<file path="src/rtl/gpio_apb_pkg.sv">
package gpio_apb_pkg;

  localparam logic [11:0] OFF_DIR    = 12'h400;
  localparam logic [11:0] OFF_SENSE  = 12'h404;
  localparam logic [11:0] OFF_BOTH   = 12'h408;
  localparam logic [11:0] OFF_POL    = 12'h40C;
  localparam logic [11:0] OFF_IE     = 12'h410;
  localparam logic [11:0] OFF_RAW    = 12'h414;
  localparam logic [11:0] OFF_MASKED = 12'h418;
  localparam logic [11:0] OFF_CLR    = 12'h41C;
  localparam logic [11:0] OFF_MODE   = 12'h420;

  typedef enum logic [3:0] {
    RD_NONE,
    RD_DATA,
    RD_DIR,
    RD_SENSE,
    RD_BOTH,
    RD_POL,
    RD_IE,
    RD_RAW,
    RD_MASKED,
    RD_MODE
  } rdSel_e;

  typedef struct packed {
    logic   wrData;
    logic   wrDir;
    logic   wrSense;
    logic   wrBoth;
    logic   wrPol;
    logic   wrIe;
    logic   wrClr;
    logic   wrMode;
    rdSel_e rdSel;
  } regStrobe_t;

endpackage

</file>
<file path="src/rtl/gpio_apb_ctrl.sv">
module gpio_apb_ctrl
  import gpio_apb_pkg::*;
#(
  parameter int NPINS  = 8,
  parameter int ADDR_W = 12
) (
  input  logic              psel,
  input  logic              penable,
  input  logic              pwrite,
  input  logic [ADDR_W-1:0] paddr,
  output regStrobe_t        strb,
  output logic [NPINS-1:0]  accMask
);

  localparam int WORD_W   = ADDR_W - 2;
  localparam int MASK_LSB = 2;
  localparam int MASK_MSB = MASK_LSB + NPINS - 1;

  localparam logic [WORD_W-1:0] W_DIR    = WORD_W'(OFF_DIR >> 2);
  localparam logic [WORD_W-1:0] W_SENSE  = WORD_W'(OFF_SENSE >> 2);
  localparam logic [WORD_W-1:0] W_BOTH   = WORD_W'(OFF_BOTH >> 2);
  localparam logic [WORD_W-1:0] W_POL    = WORD_W'(OFF_POL >> 2);
  localparam logic [WORD_W-1:0] W_IE     = WORD_W'(OFF_IE >> 2);
  localparam logic [WORD_W-1:0] W_RAW    = WORD_W'(OFF_RAW >> 2);
  localparam logic [WORD_W-1:0] W_MASKED = WORD_W'(OFF_MASKED >> 2);
  localparam logic [WORD_W-1:0] W_CLR    = WORD_W'(OFF_CLR >> 2);
  localparam logic [WORD_W-1:0] W_MODE   = WORD_W'(OFF_MODE >> 2);

  logic [WORD_W-1:0] wordIdx;
  logic              inData;
  logic              wrEn;
  logic [1:0]        unusedByteSel;

  assign wordIdx       = paddr[ADDR_W-1:2];
  assign unusedByteSel = paddr[1:0];
  // Everything below 0x400 is the masked data window
  assign inData        = (paddr[ADDR_W-1:10] == '0);
  assign wrEn          = psel & penable & pwrite;
  assign accMask       = paddr[MASK_MSB:MASK_LSB];

  always_comb begin
    strb = '0;
    strb.rdSel = RD_NONE;
    if (psel) begin
      if (inData) begin
        strb.rdSel  = RD_DATA;
        strb.wrData = wrEn;
      end else begin
        case (wordIdx)
          W_DIR:    begin strb.rdSel = RD_DIR;   strb.wrDir   = wrEn; end
          W_SENSE:  begin strb.rdSel = RD_SENSE; strb.wrSense = wrEn; end
          W_BOTH:   begin strb.rdSel = RD_BOTH;  strb.wrBoth  = wrEn; end
          W_POL:    begin strb.rdSel = RD_POL;   strb.wrPol   = wrEn; end
          W_IE:     begin strb.rdSel = RD_IE;    strb.wrIe    = wrEn; end
          W_RAW:    strb.rdSel = RD_RAW;
          W_MASKED: strb.rdSel = RD_MASKED;
          W_CLR:    strb.wrClr = wrEn;
          W_MODE:   begin strb.rdSel = RD_MODE;  strb.wrMode  = wrEn; end
          default:  strb.rdSel = RD_NONE;
        endcase
      end
    end
  end

endmodule

</file>
<file path="src/rtl/gpio_apb_datapath.sv">
module gpio_apb_datapath
  import gpio_apb_pkg::*;
#(
  parameter int NPINS  = 8,
  parameter int DATA_W = 32
) (
  input  logic              clk,
  input  logic              rstN,
  input  regStrobe_t        strb,
  input  logic [NPINS-1:0]  accMask,
  input  logic [NPINS-1:0]  wdata,
  input  logic [NPINS-1:0]  pinIn,
  input  logic [NPINS-1:0]  altOut,
  input  logic [NPINS-1:0]  altOe,
  output logic [DATA_W-1:0] rdata,
  output logic [NPINS-1:0]  pinOut,
  output logic [NPINS-1:0]  pinOe,
  output logic [NPINS-1:0]  altIn,
  output logic              irq,
  output logic [NPINS-1:0]  dataQ,
  output logic [NPINS-1:0]  ieQ,
  output logic [NPINS-1:0]  modeQ
);

  localparam int PAD_W = DATA_W - NPINS;

  logic [NPINS-1:0] dirQ, senseQ, bothQ, polQ;
  logic [NPINS-1:0] syncA, syncB, prevB;
  logic [NPINS-1:0] latchQ, latchNext;
  logic [NPINS-1:0] rawStat, maskStat;
  logic [NPINS-1:0] rdSmall;

  // Configuration and output registers
  always_ff @(posedge clk or negedge rstN) begin
    if (!rstN) begin
      dataQ  <= '0;
      dirQ   <= '0;
      senseQ <= '0;
      bothQ  <= '0;
      polQ   <= '0;
      ieQ    <= '0;
      modeQ  <= '0;
    end else begin
      if (strb.wrData)  dataQ  <= (dataQ & ~accMask) | (wdata & accMask);
      if (strb.wrDir)   dirQ   <= wdata;
      if (strb.wrSense) senseQ <= wdata;
      if (strb.wrBoth)  bothQ  <= wdata;
      if (strb.wrPol)   polQ   <= wdata;
      if (strb.wrIe)    ieQ    <= wdata;
      if (strb.wrMode)  modeQ  <= wdata;
    end
  end

  // Two-flop synchronizer plus one history stage for edge compare
  always_ff @(posedge clk or negedge rstN) begin
    if (!rstN) begin
      syncA  <= '0;
      syncB  <= '0;
      prevB  <= '0;
      latchQ <= '0;
    end else begin
      syncA  <= pinIn;
      syncB  <= syncA;
      prevB  <= syncB;
      latchQ <= latchNext;
    end
  end

  for (genvar i = 0; i < NPINS; i++) begin : g_pin
    logic riseEv, fallEv, edgeHit, levelHit;
    assign riseEv   = syncB[i] & ~prevB[i];
    assign fallEv   = ~syncB[i] & prevB[i];
    assign edgeHit  = bothQ[i] ? (riseEv | fallEv) : (polQ[i] ? riseEv : fallEv);
    assign levelHit = polQ[i] ? syncB[i] : ~syncB[i];
    // A new event in the same cycle as a clear wins
    assign latchNext[i] = (~senseQ[i] & edgeHit) |
                          (latchQ[i] & ~(strb.wrClr & wdata[i]));
    assign rawStat[i]   = senseQ[i] ? levelHit : latchQ[i];
    assign pinOut[i]    = modeQ[i] ? altOut[i] : dataQ[i];
    assign pinOe[i]     = modeQ[i] ? altOe[i]  : dirQ[i];
  end

  assign altIn    = syncB;
  assign maskStat = rawStat & ieQ;
  assign irq      = |maskStat;

  always_comb begin
    case (strb.rdSel)
      RD_DATA:   rdSmall = syncB & accMask;
      RD_DIR:    rdSmall = dirQ;
      RD_SENSE:  rdSmall = senseQ;
      RD_BOTH:   rdSmall = bothQ;
      RD_POL:    rdSmall = polQ;
      RD_IE:     rdSmall = ieQ;
      RD_RAW:    rdSmall = rawStat;
      RD_MASKED: rdSmall = maskStat;
      RD_MODE:   rdSmall = modeQ;
      default:   rdSmall = '0;
    endcase
  end

  assign rdata = {{PAD_W{1'b0}}, rdSmall};

endmodule

</file>
<file path="src/rtl/gpio_apb.sv">
module gpio_apb
  import gpio_apb_pkg::*;
#(
  parameter int NPINS  = 8,
  parameter int ADDR_W = 12,
  parameter int DATA_W = 32
) (
  input  logic              pclk,
  input  logic              presetn,
  input  logic              psel,
  input  logic              penable,
  input  logic              pwrite,
  input  logic [ADDR_W-1:0] paddr,
  input  logic [DATA_W-1:0] pwdata,
  output logic [DATA_W-1:0] prdata,
  output logic              pready,
  output logic              pslverr,
  input  logic [NPINS-1:0]  pinIn,
  output logic [NPINS-1:0]  pinOut,
  output logic [NPINS-1:0]  pinOe,
  input  logic [NPINS-1:0]  altOut,
  input  logic [NPINS-1:0]  altOe,
  output logic [NPINS-1:0]  altIn,
  output logic              irq
);

  regStrobe_t       strb;
  logic [NPINS-1:0] accMask;
  logic [NPINS-1:0] dataQ, ieQ, modeQ;
  logic [DATA_W-NPINS-1:0] unusedWdata;

  assign unusedWdata = pwdata[DATA_W-1:NPINS];
  assign pready  = 1'b1;
  assign pslverr = 1'b0;

  gpio_apb_ctrl #(.NPINS(NPINS), .ADDR_W(ADDR_W)) u_ctrl (
    .psel    (psel),
    .penable (penable),
    .pwrite  (pwrite),
    .paddr   (paddr),
    .strb    (strb),
    .accMask (accMask)
  );

  gpio_apb_datapath #(.NPINS(NPINS), .DATA_W(DATA_W)) u_dp (
    .clk     (pclk),
    .rstN    (presetn),
    .strb    (strb),
    .accMask (accMask),
    .wdata   (pwdata[NPINS-1:0]),
    .pinIn   (pinIn),
    .altOut  (altOut),
    .altOe   (altOe),
    .rdata   (prdata),
    .pinOut  (pinOut),
    .pinOe   (pinOe),
    .altIn   (altIn),
    .irq     (irq),
    .dataQ   (dataQ),
    .ieQ     (ieQ),
    .modeQ   (modeQ)
  );

endmodule

</file>
<file path="config.mk">
export PLATFORM = sky130hd
export DESIGN_NAME = gpio_apb
export DESIGN_NICKNAME = d
export VERILOG_FILES = /design/src/rtl/gpio_apb_pkg.sv /design/src/rtl/gpio_apb_ctrl.sv /design/src/rtl/gpio_apb_datapath.sv /design/src/rtl/gpio_apb.sv
export SDC_FILE = /design/constraint.sdc
export NUM_CORES = 1
export LEC_CHECK = 0
export ABC_AREA = 1
export BUFFER_PORTS_ARGS = -buffer_cell sky130_fd_sc_hd__buf_2
export CAP_MARGIN = 20
export CORE_ASPECT_RATIO = 0.75
export CORE_UTILIZATION = 54
export DETAILED_ROUTE_END_ITERATION = 6
export MAX_ROUTING_LAYER = met4
export PLACE_DENSITY = 0.92
export SLEW_MARGIN = 20
export SYNTH_ARGS = -nofsm -noshare
export SYNTH_HDL_FRONTEND = slang
export SYNTH_SLANG_ARGS = --single-unit
export TNS_END_PERCENT = 5
</file>
<file path="constraint.sdc">
create_clock -name pclk -period 2 [get_ports pclk]
set_input_delay 0.3 -clock pclk [delete_from_list [all_inputs] [get_ports pclk]]
set_output_delay 0.3 -clock pclk [all_outputs]
set_load 0.01 [all_outputs]
</file>
==> flow_summary.toml, run 1 <==
[outcome]
status = "complete, but fails checks"
violations = "setup timing"

[setup_path]
crit_path_end = "prdata[2]"
rrSetupSlack_ns = 0.66
end_kind = "primary output"
r2r_end = "u_dp.latchQ[7]$_DFF_PN0_"
r2r_start = "u_dp.altIn[7]$_DFF_PN0_"
cp_max_fo = 5
startpoint_type = "primary input"
cp.arrival_ns = 1.96
crit_type = "primary input to primary output"
crit_path_start = "paddr[6]"
critPathRequiredTime_ns = 1.70
r2r_cells = 5

[clocking]
clkSinkCount = 88
h-tree-depth = 3
clock_latency_ns = 0.35
clk_path_buf_depth = 2
root_buffer = "clkbuf_16"
numCtsBuffers = 9
cts_tree = "done"
cts.clk_slew.worst_paths_ns = 0.06

[layout]
layout-drive-gt1-share = 0.2859
mostFrequentLayoutCells = "161 x nand2_1, 86 x dfrtp_1, 76 x inv_1"
layout_commonest_cell = "nand2_1"
final_util = 0.7270
final_area_mm2 = 0.006740
syn_to_final_growth_pct = 27.93
ff_latch_area_mm2 = 0.002205
nFillCells = 672
layout.nets = 906
multiInputGateArea_mm2 = 0.002720
num_antenna_cells = 0

[drt]
drc = 0
routed_via_density = 5.514
routed_wl_mm = 15.21
vias = 5238
wl_per_cell_um = 16.01
initialDrtViolationCount = 632
first_pass_iters = 6
antenna_left = 0

[power]
max-vdd-ir-drop_v = 0.0006288
power_density_mw_per_mm2 = 608.3
p_leak_nw = 3.576
power.total_mw = 4.100

[timing]
setup_slack_ns = -0.2631
finalCriticalPeriod_ns = 2.263
setup_violations = 9
hold_viol_final = 0
fmax_ghz = 0.4419
fin_skew_ns = 0.004491
rsz0062_at_grt = "true"
maxSlewViolCount = 0
post-route-period-util = 1.132

[global_route]
grt_pass1_vias = 4560
track_usage = 0.3040
grt_overflow = 0
grt_start_max_net_pins = 42
antenna_found_initial = 0
grt_pass1_wl_mm = 22.24

[yosys]
yosys_register_bits = 88
ys_types = 33
syn_area_mm2 = 0.005269
yosysSeqAreaShare = 0.4180
synth_area_per_cell_um2 = 7.748
synthCells = 680
ys_warn_count = 0

[place]
placedInstanceArea_mm2 = 0.005989
hpwl_mm = 9.956
place_ws_ns = -0.2100
gp_congestion = 0.9445
port_buffers = 79

[run]
cap_viol_max_count = 0

[floorplanning]
coreArea_mm2 = 0.009271
initial_utilization = 0.5683
dieArea_mm2 = 0.01016
io_pins = 132
fp.dieW_um = 116.1
die_height_um = 87.55
rows = 30

[hold_path]
min_path_type = "primary input to flop"
## metal layers
layer,routed length [µm],GRT usage,part of all wire,up-vias
li1,-,-,-,2395
met1,6038,0.3963,0.40,2426
met2,7039,0.4724,0.46,339
met3,1528,0.06644,0.10,78
met4,601,0.1026,0.040,0
met5,0,-,0,-
## final cells by class
class	instances	area share
clock inverter	6	0.01002
clock buffer	10	0.03546
multi-input combinational	490	0.4036
tap	128	0.02376
sequential	88	0.3271
timing repair buffer	141	0.1491
inverter	87	0.05105
## synthesized netlist by cell type
cell / n / area [µm²]
nand3_4: 1 / 17.52
conb_1: 2 / 7.510
nand2_8: 1 / 20.02
nor2_1: 77 / 289.0
buf_4: 28 / 210.2
a221o_1: 4 / 40.04
ha_1: 16 / 200.2
nand4_2: 1 / 12.51
o21ai_0: 59 / 295.3
buf_6: 3 / 33.78
buf_12: 1 / 20.02
nand3b_1: 5 / 37.54
clkinv_4: 1 / 8.760
nor3_1: 10 / 50.05
buf_2: 2 / 10.01
clkbuf_1: 5 / 18.77
a21oi_1: 32 / 160.2
nand3_1: 37 / 185.2
dfrtp_1: 88 / 2202
nor4b_1: 1 / 8.760
nand3_2: 12 / 120.1
nand4_1: 11 / 68.82
xor2_1: 6 / 52.55
nand2_4: 3 / 33.78
inv_2: 7 / 26.28
nand2_2: 10 / 62.56
nand2_1: 166 / 623.1
nand4_4: 1 / 21.27
inv_1: 79 / 296.5
nor2_2: 2 / 12.51
o21ai_4: 1 / 16.27
nor2_4: 6 / 67.56
nor2_8: 2 / 40.04
## state kept, by name, summed over array words and instances (netlist names), named ones only
name / flops
u_dp.altIn: 8
u_dp.bothQ: 8
u_dp.dirQ: 8
u_dp.ieQ: 8
u_dp.latchQ: 8
u_dp.modeQ: 8
u_dp.polQ: 8
u_dp.prevB: 8
u_dp.senseQ: 8
u_dp.syncA: 8
## power by group
group          switching [mW]  total (mW)  internal (mW)  leakage [nW]
logic                   0.294       0.480          0.187          2.31
registers              0.0420        1.88           1.84          1.12
clock network           0.733        1.74           1.01         0.145
## kinds of logic after synthesis
kind of cell,after synthesis,synth area share
simple gates,346,0.3170
buf+inv,126,0.1185
compound gates,96,0.09713
flops,88,0.4180
fa+ha+maj,16,0.03800
xor+xnor,6,0.009974
other cells,2,0.001425
## what timing repair did
| action | CTS | global route |
|---|---|---|
| setup buffers | 8 | 11 |
| resized for setup | 37 | 34 |
| endpoints found under the setup margin | 9 | 9 |
| pin swaps | 30 | 37 |
| cloned | 0 | 1 |
| hold buffers | 1 | 0 |
| hold endpoints to repair | 30 | 0 |
## critical path: stages
cell	delay (ns)
buf_2	0.13
nor2_4	0.11
nand2_4	0.12
nor2_4	0.23
nand4_1	0.16
buf_4	0.18
a21oi_1	0.22
buf_4	0.20
nand2_1	0.05
nand4_1	0.11
buf_2	0.14
## how the worst min path moves through the flow
| stage | startpoint | endpoint | slack (ns) | depth (start not counted) |
|---|---|---|---|---|
| after global routing | pinIn[7] | u_dp.syncA[7]$_DFF_PN0_ | 0.04 | 1 |
| after CTS | pinIn[5] | u_dp.syncA[5]$_DFF_PN0_ | 0.04 | 1 |
| after global placement | presetn | u_dp.modeQ[6]$_DFFE_PN0P_ | 0.26 | 1 |
| after floorplan | presetn | asynchronous set/reset pin | 0.004 | 0 |
| after detailed placement | presetn | u_dp.modeQ[6]$_DFFE_PN0P_ | 0.27 | 1 |
| final | pinIn[4] | u_dp.syncA[4]$_DFF_PN0_ | 0.05 | 1 |
## metrics by stage
stage | hold slack (ns) | setup TNS [ns] | cells
2_1_floorplan | 0.004409 | 0 | 704
3_3_place_gp | 0.2633 | -0.9753 | 914
3_5_place_dp | 0.2653 | -1.411 | 914
4_1_cts | 0.04209 | -1.051 | 938
5_1_grt | 0.03657 | -2.393 | 950
6_report | 0.04869 | -1.922 | 950
(Power assumes the default switching activity.)
==> run 2, diff against run 1 <==
==> constraint.sdc (replaced) <==
create_clock -name pclk -period 2.3 [get_ports pclk]
set_input_delay 0.345 -clock pclk [delete_from_list [all_inputs] [get_ports pclk]]
set_output_delay 0.345 -clock pclk [all_outputs]
set_load 0.01 [all_outputs]
==> run 2 against run 1 <==
Effect of this change: the run still ends with setup timing left; count of clock-buffer cells in the layout fell by 1; non-clock buffer count fell by 36; clock power rose by 9.8%; final cell count fell by 3.8%; sequential power fell by 13%; largest power group is now clock; utilization fell by 2.1 points; routed wire length fell by 6.3%; worst setup slack improved by 0.25 ns; worst hold slack improved by 0.049 ns.
==> flow_summary.toml, run 2 (synthesis gave the netlist of run 1 again) <==
[outcome]
status = "complete, but fails checks"
violations = "setup timing"

[clocking]
cts_tree = "done"
clock_latency_ns = 0.35
clk_path_buf_depth = 2
cts.clk_slew.worst_paths_ns = 0.06
clkSinkCount = 88
numCtsBuffers = 9
root_buffer = "clkbuf_16"
h-tree-depth = 3

[power]
power.total_mw = 3.935
pwr-share-clk = 0.487
p_sw_uw = 913.3
internal_power_mw = 3.022
swShare = 0.2321
power_density_mw_per_mm2 = 600.9
p_leak_nw = 3.459
combPwrFrac = 0.096
pwr-share-seq = 0.417
max-vdd-ir-drop_v = 0.0006002

[timing]
hold_viol_final = 0
timing.hold.ws_ns = 0.09786
maxSlewViolCount = 0
post-route-period-util = 1.006
worstMarginPinSlew_ns = 0.6220
fin_skew_ns = 0.003994
fin_tns_setup_ns = -0.01282
slew_headroom = 0.5842
finalCriticalPeriod_ns = 2.313
rsz0062_at_grt = "true"
setup_violations = 1
setup_slack_ns = -0.01282
fmax_ghz = 0.4324

[floorplanning]
dieArea_mm2 = 0.01016
die_height_um = 87.55
io_pins = 132
fp.dieW_um = 116.1
initial_utilization = 0.5683
rows = 30
coreArea_mm2 = 0.009271

[drt]
routed_wl_mm = 14.25
drc = 0
first_pass_iters = 5
antenna_left = 0
met1_length_mm = 5.971
initialDrtViolationCount = 510
vias = 4996
highest_layer = "met4"
wl_met2_mm = 6.501
met3_length_mm = 1.445
routed_via_density = 5.466
wl_per_cell_um = 15.59

[layout]
stdcell_count = 914
num_antenna_cells = 0
final_area_mm2 = 0.006549
final_util = 0.7063
layout.nets = 870
syn_to_final_growth_pct = 24.29
layout-drive-gt1-share = 0.2468
mostFrequentLayoutCells = "159 x nand2_1, 86 x dfrtp_1, 74 x inv_1"
layout_commonest_cell = "nand2_1"

[setup_path]
cp.arrival_ns = 1.97
crit_path_start = "paddr[2]"
crit_type = "primary input to primary output"
r2r_end = "u_dp.latchQ[7]$_DFF_PN0_"
cp_max_fo = 8
startpoint_type = "primary input"
end_kind = "primary output"
crit_path_end = "prdata[4]"
r2r_start = "u_dp.altIn[7]$_DFF_PN0_"
r2r_cells = 4
rrSetupSlack_ns = 0.92
critPathRequiredTime_ns = 1.96

[global_route]
grt_pass1_vias = 4241
grt_overflow = 0
grt_pass1_wl_mm = 20.62
antenna_found_initial = 0
grt_start_max_net_pins = 49
track_usage = 0.2791

[run]
cap_viol_max_count = 0

[hold_path]
min_path_type = "primary input to flop"

[place]
hpwl_mm = 9.450
gp_congestion = 0.9266
port_buffers = 79
place_ws_ns = -0.03217
dp.cells = 889
placedInstanceArea_mm2 = 0.005789
-- run 2: area by class of cell --
cell class	count	area, µm²
inverter	87	346.6
clock buffer	9	225.2
tap	128	160.2
multi-input combinational	490	2731
sequential	88	2205
clock inverter	7	166.4
timing repair buffer	105	714.4
fill	723	2723
-- run 2: how the worst min path moves through the flow --
stage,startpoint,to,slack (ns),depth (start not counted)
after floorplan,presetn,asynchronous set/reset pin,0.05,0
after global routing,pinIn[3],u_dp.syncA[3]$_DFF_PN0_,0.09,1
final,pinIn[6],u_dp.syncA[6]$_DFF_PN0_,0.1,1
after global placement,presetn,u_dp.modeQ[6]$_DFFE_PN0P_,0.18,1
after detailed placement,presetn,u_dp.modeQ[6]$_DFFE_PN0P_,0.18,1
after CTS,pinIn[7],u_dp.syncA[7]$_DFF_PN0_,0.09,1
-- run 2: power groups by stage --
| stage | clock, mW | sequential (mW) | combinational, mW |
|---|---|---|---|
| 2_1_floorplan | 0 | 1.66 | 0.208 |
| 3_3_place_gp | 0 | 1.66 | 0.323 |
| 3_5_place_dp | 0 | 1.67 | 0.332 |
| 4_1_cts | 1.93 | 1.64 | 0.339 |
| 5_1_grt | 1.99 | 1.65 | 0.425 |
| 6_report | 1.91 | 1.64 | 0.379 |
-- run 2: routing by layer --
metal  vias up  track usage
met2       314       0.4075
li1       2320            -
met4         0      0.09907
met3        30      0.07266
met5         -            -
met1      2332       0.3756
-- run 2: what timing repair did --
item	CTS	global route
setup buffers	2	6
endpoints found under the setup margin	1	9
resized for setup	5	71
endpoints found under the hold margin	8	0
cloned	0	0
pin swaps	2	35
hold buffers	1	0
-- run 2: worst max-delay path: stages --
cell and delay, ns:
buf_4 0.16, nor2_4 0.16, inv_1 0.06, nor2_1 0.12, nand3_2 0.10, nand2_2 0.08, nor2_2 0.05, nand2_4 0.16
nand4_4 0.16, nor2_1 0.21, nor2_1 0.11, nand4_1 0.11, buf_2 0.14
==> run 3, diff against run 2 <==
--- a/config.mk
+++ b/config.mk
@@ -9,6 +9,7 @@
 export BUFFER_PORTS_ARGS = -buffer_cell sky130_fd_sc_hd__buf_2
 export CAP_MARGIN = 20
 export CORE_ASPECT_RATIO = 0.75
+export CORE_MARGIN = 5
 export CORE_UTILIZATION = 54
 export DETAILED_ROUTE_END_ITERATION = 6
 export MAX_ROUTING_LAYER = met4
==> run 3 against run 2 <==
Effect of this change: the flow finishes with violations (DRC, setup timing); count of clock-buffer cells in the layout is the same; via count grew 3.4%; sequential cell count is the same; combinational power grew 4%; worst hold slack gained 0.0029 ns; utilization shrank 2.0 points; sequential power is essentially flat; worst setup slack lost 0.12 ns; sequential share of layout area shrank 0.12 points; routed wire length grew 8.0%; critical endpoint unchanged; highest routed layer unchanged.
==> flow_summary.toml, run 3 (synthesis gave the netlist of run 1 again) <==
[timing]
rsz0062_at_grt = "true"
slew_headroom = 0.5679
post-route-period-util = 1.057
setup_slack_ns = -0.1322
finalCriticalPeriod_ns = 2.432
worstMarginPinSlew_ns = 0.6463
hold_viol_final = 0
setup_violations = 7
fin_skew_ns = 0.007213
fin_tns_setup_ns = -0.4613
maxSlewViolCount = 0
fmax_ghz = 0.4112

[outcome]
status = "complete, but fails checks"
violations = "DRC, setup timing"

[power]
p_leak_nw = 3.485
power_density_mw_per_mm2 = 531.4
max-vdd-ir-drop_v = 0.0004929

[drt]
antenna_left = 0
routed_wl_mm = 15.38
routed_via_density = 5.539
drc = 1
vias = 5168
wl_per_cell_um = 16.48
first_pass_iters = 7
initialDrtViolationCount = 622

[global_route]
grt_start_max_net_pins = 68
track_usage = 0.2394
grt_pass1_vias = 4404
grt_overflow = 0
grt_pass1_wl_mm = 21.28
antenna_found_initial = 0

[clocking]
clk_path_buf_depth = 2
clock_latency_ns = 0.35
root_buffer = "clkbuf_16"
h-tree-depth = 3
cts.clk_slew.worst_paths_ns = 0.06
cts_tree = "done"
clkSinkCount = 88
numCtsBuffers = 9

[place]
hpwl_mm = 9.759
port_buffers = 79
gp_congestion = 0.9611
dp.cells = 894

[setup_path]
startpoint_type = "primary input"
crit_type = "primary input to primary output"
crit_path_start = "paddr[2]"
end_kind = "primary output"
r2r_start = "u_dp.altIn[7]$_DFF_PN0_"
critPathRequiredTime_ns = 1.96
cp.arrival_ns = 2.09
cp_max_fo = 8

[floorplanning]
fp.dieW_um = 124.1
dieArea_mm2 = 0.01185
coreArea_mm2 = 0.009580
rows = 31
io_pins = 132
initial_utilization = 0.5500
die_height_um = 95.55

[layout]
ff_latch_area_mm2 = 0.002207
multiInputGateArea_mm2 = 0.002726
mostFrequentLayoutCells = "162 x nand2_1, 84 x dfrtp_1, 74 x inv_1"
layout.nets = 885
num_antenna_cells = 0
syn_to_final_growth_pct = 24.89
layout_commonest_cell = "nand2_1"
nFillCells = 722
layout-drive-gt1-share = 0.2672
stdcell_count = 933

[run]
cap_viol_max_count = 0

[hold_path]
worst_hold_startpoint = "pinIn[5]"
min_path_type = "primary input to flop"
## run 3: cell types whose count changed in the layout (fill, tap and decap cells not counted), sizes merged
cell,change
clkbuf,+2
clkinvlp,-1
buf,+13
bufinv,-4
clkinv,+5
## run 3: path summary, 6_finish.rpt
check	end	slack, ns	cells past startpoint
min reg2reg	u_dp.altIn[0]$_DFF_PN0_	0.35	0
max	prdata[4]	-0.13	13
min	u_dp.syncA[5]$_DFF_PN0_	0.10	1
max reg2reg	u_dp.latchQ[7]$_DFF_PN0_	0.91	4
min in group asynchronous	u_dp.syncA[5]$_DFF_PN0_	0.43	2
max in group asynchronous	asynchronous set/reset pin	1.24	3
## run 3: stage by stage
step / worst slack (ns) / hold slack, ns / area (µm²) / util / total power [mW]
floorplan: 0.4159 / 0.04941 / 5359 / - / 1.866
global route: -0.2394 / 0.08932 / 6580 / 0.6868 / 3.634
global placement: 0.01348 / 0.2506 / 5789 / 0.6043 / 1.989
finish: -0.1322 / 0.1007 / 6580 / 0.6868 / 3.497
CTS: -0.01700 / 0.09325 / 6132 / 0.6401 / 3.453
detailed placement: -0.04856 / 0.2550 / 5789 / 0.6043 / 2.003
## run 3: final cells by class
class / instances / share of cell area
repair buffers: 120 / 0.1270
flip-flops and latches: 88 / 0.3354
clock inverters: 7 / 0.01084
well taps: 132 / 0.02510
multi-input cells: 490 / 0.4143
inverters: 87 / 0.05305
clock buffers: 9 / 0.03423
## run 3: critical path, cell delays in order
cell,delay [ns]
buf_4,0.15
nor2_4,0.16
inv_1,0.07
nor2_1,0.15
nand3_2,0.09
nand2_1,0.10
nor2_2,0.06
nand2_4,0.15
nand3_4,0.15
nor3_1,0.27
nor2_1,0.11
nand4_1,0.12
buf_2,0.15
## run 3: metal layers
metal  routed length, µm  up-vias  part of all wire  global-route usage
li1                    -     2351                 -                   -
met1                5960     2389              0.39              0.3211
met2                6946      354              0.45              0.3611
met3                1886       74              0.12             0.04804
met4                 586        0             0.038             0.09025
met5                   0        -                 0                   -
## run 3: report_power, final
part / internal [mW] / switching, mW / total [mW] / leakage (nW)
logic: 0.147 / 0.248 / 0.394 / 2.22
registers: 1.60 / 0.0406 / 1.64 / 1.12
clock network: 0.843 / 0.620 / 1.46 / 0.150
total: 2.59 / 0.908 / 3.50 / 3.48
## run 3: timing repair
action	in CTS	in global routing
gates resized for setup	2	79
endpoints found under the hold margin	21	0
setup endpoints to repair	2	9
pin swaps	1	38
gates cloned	0	2
buffers inserted	3	17
hold buffers	1	0
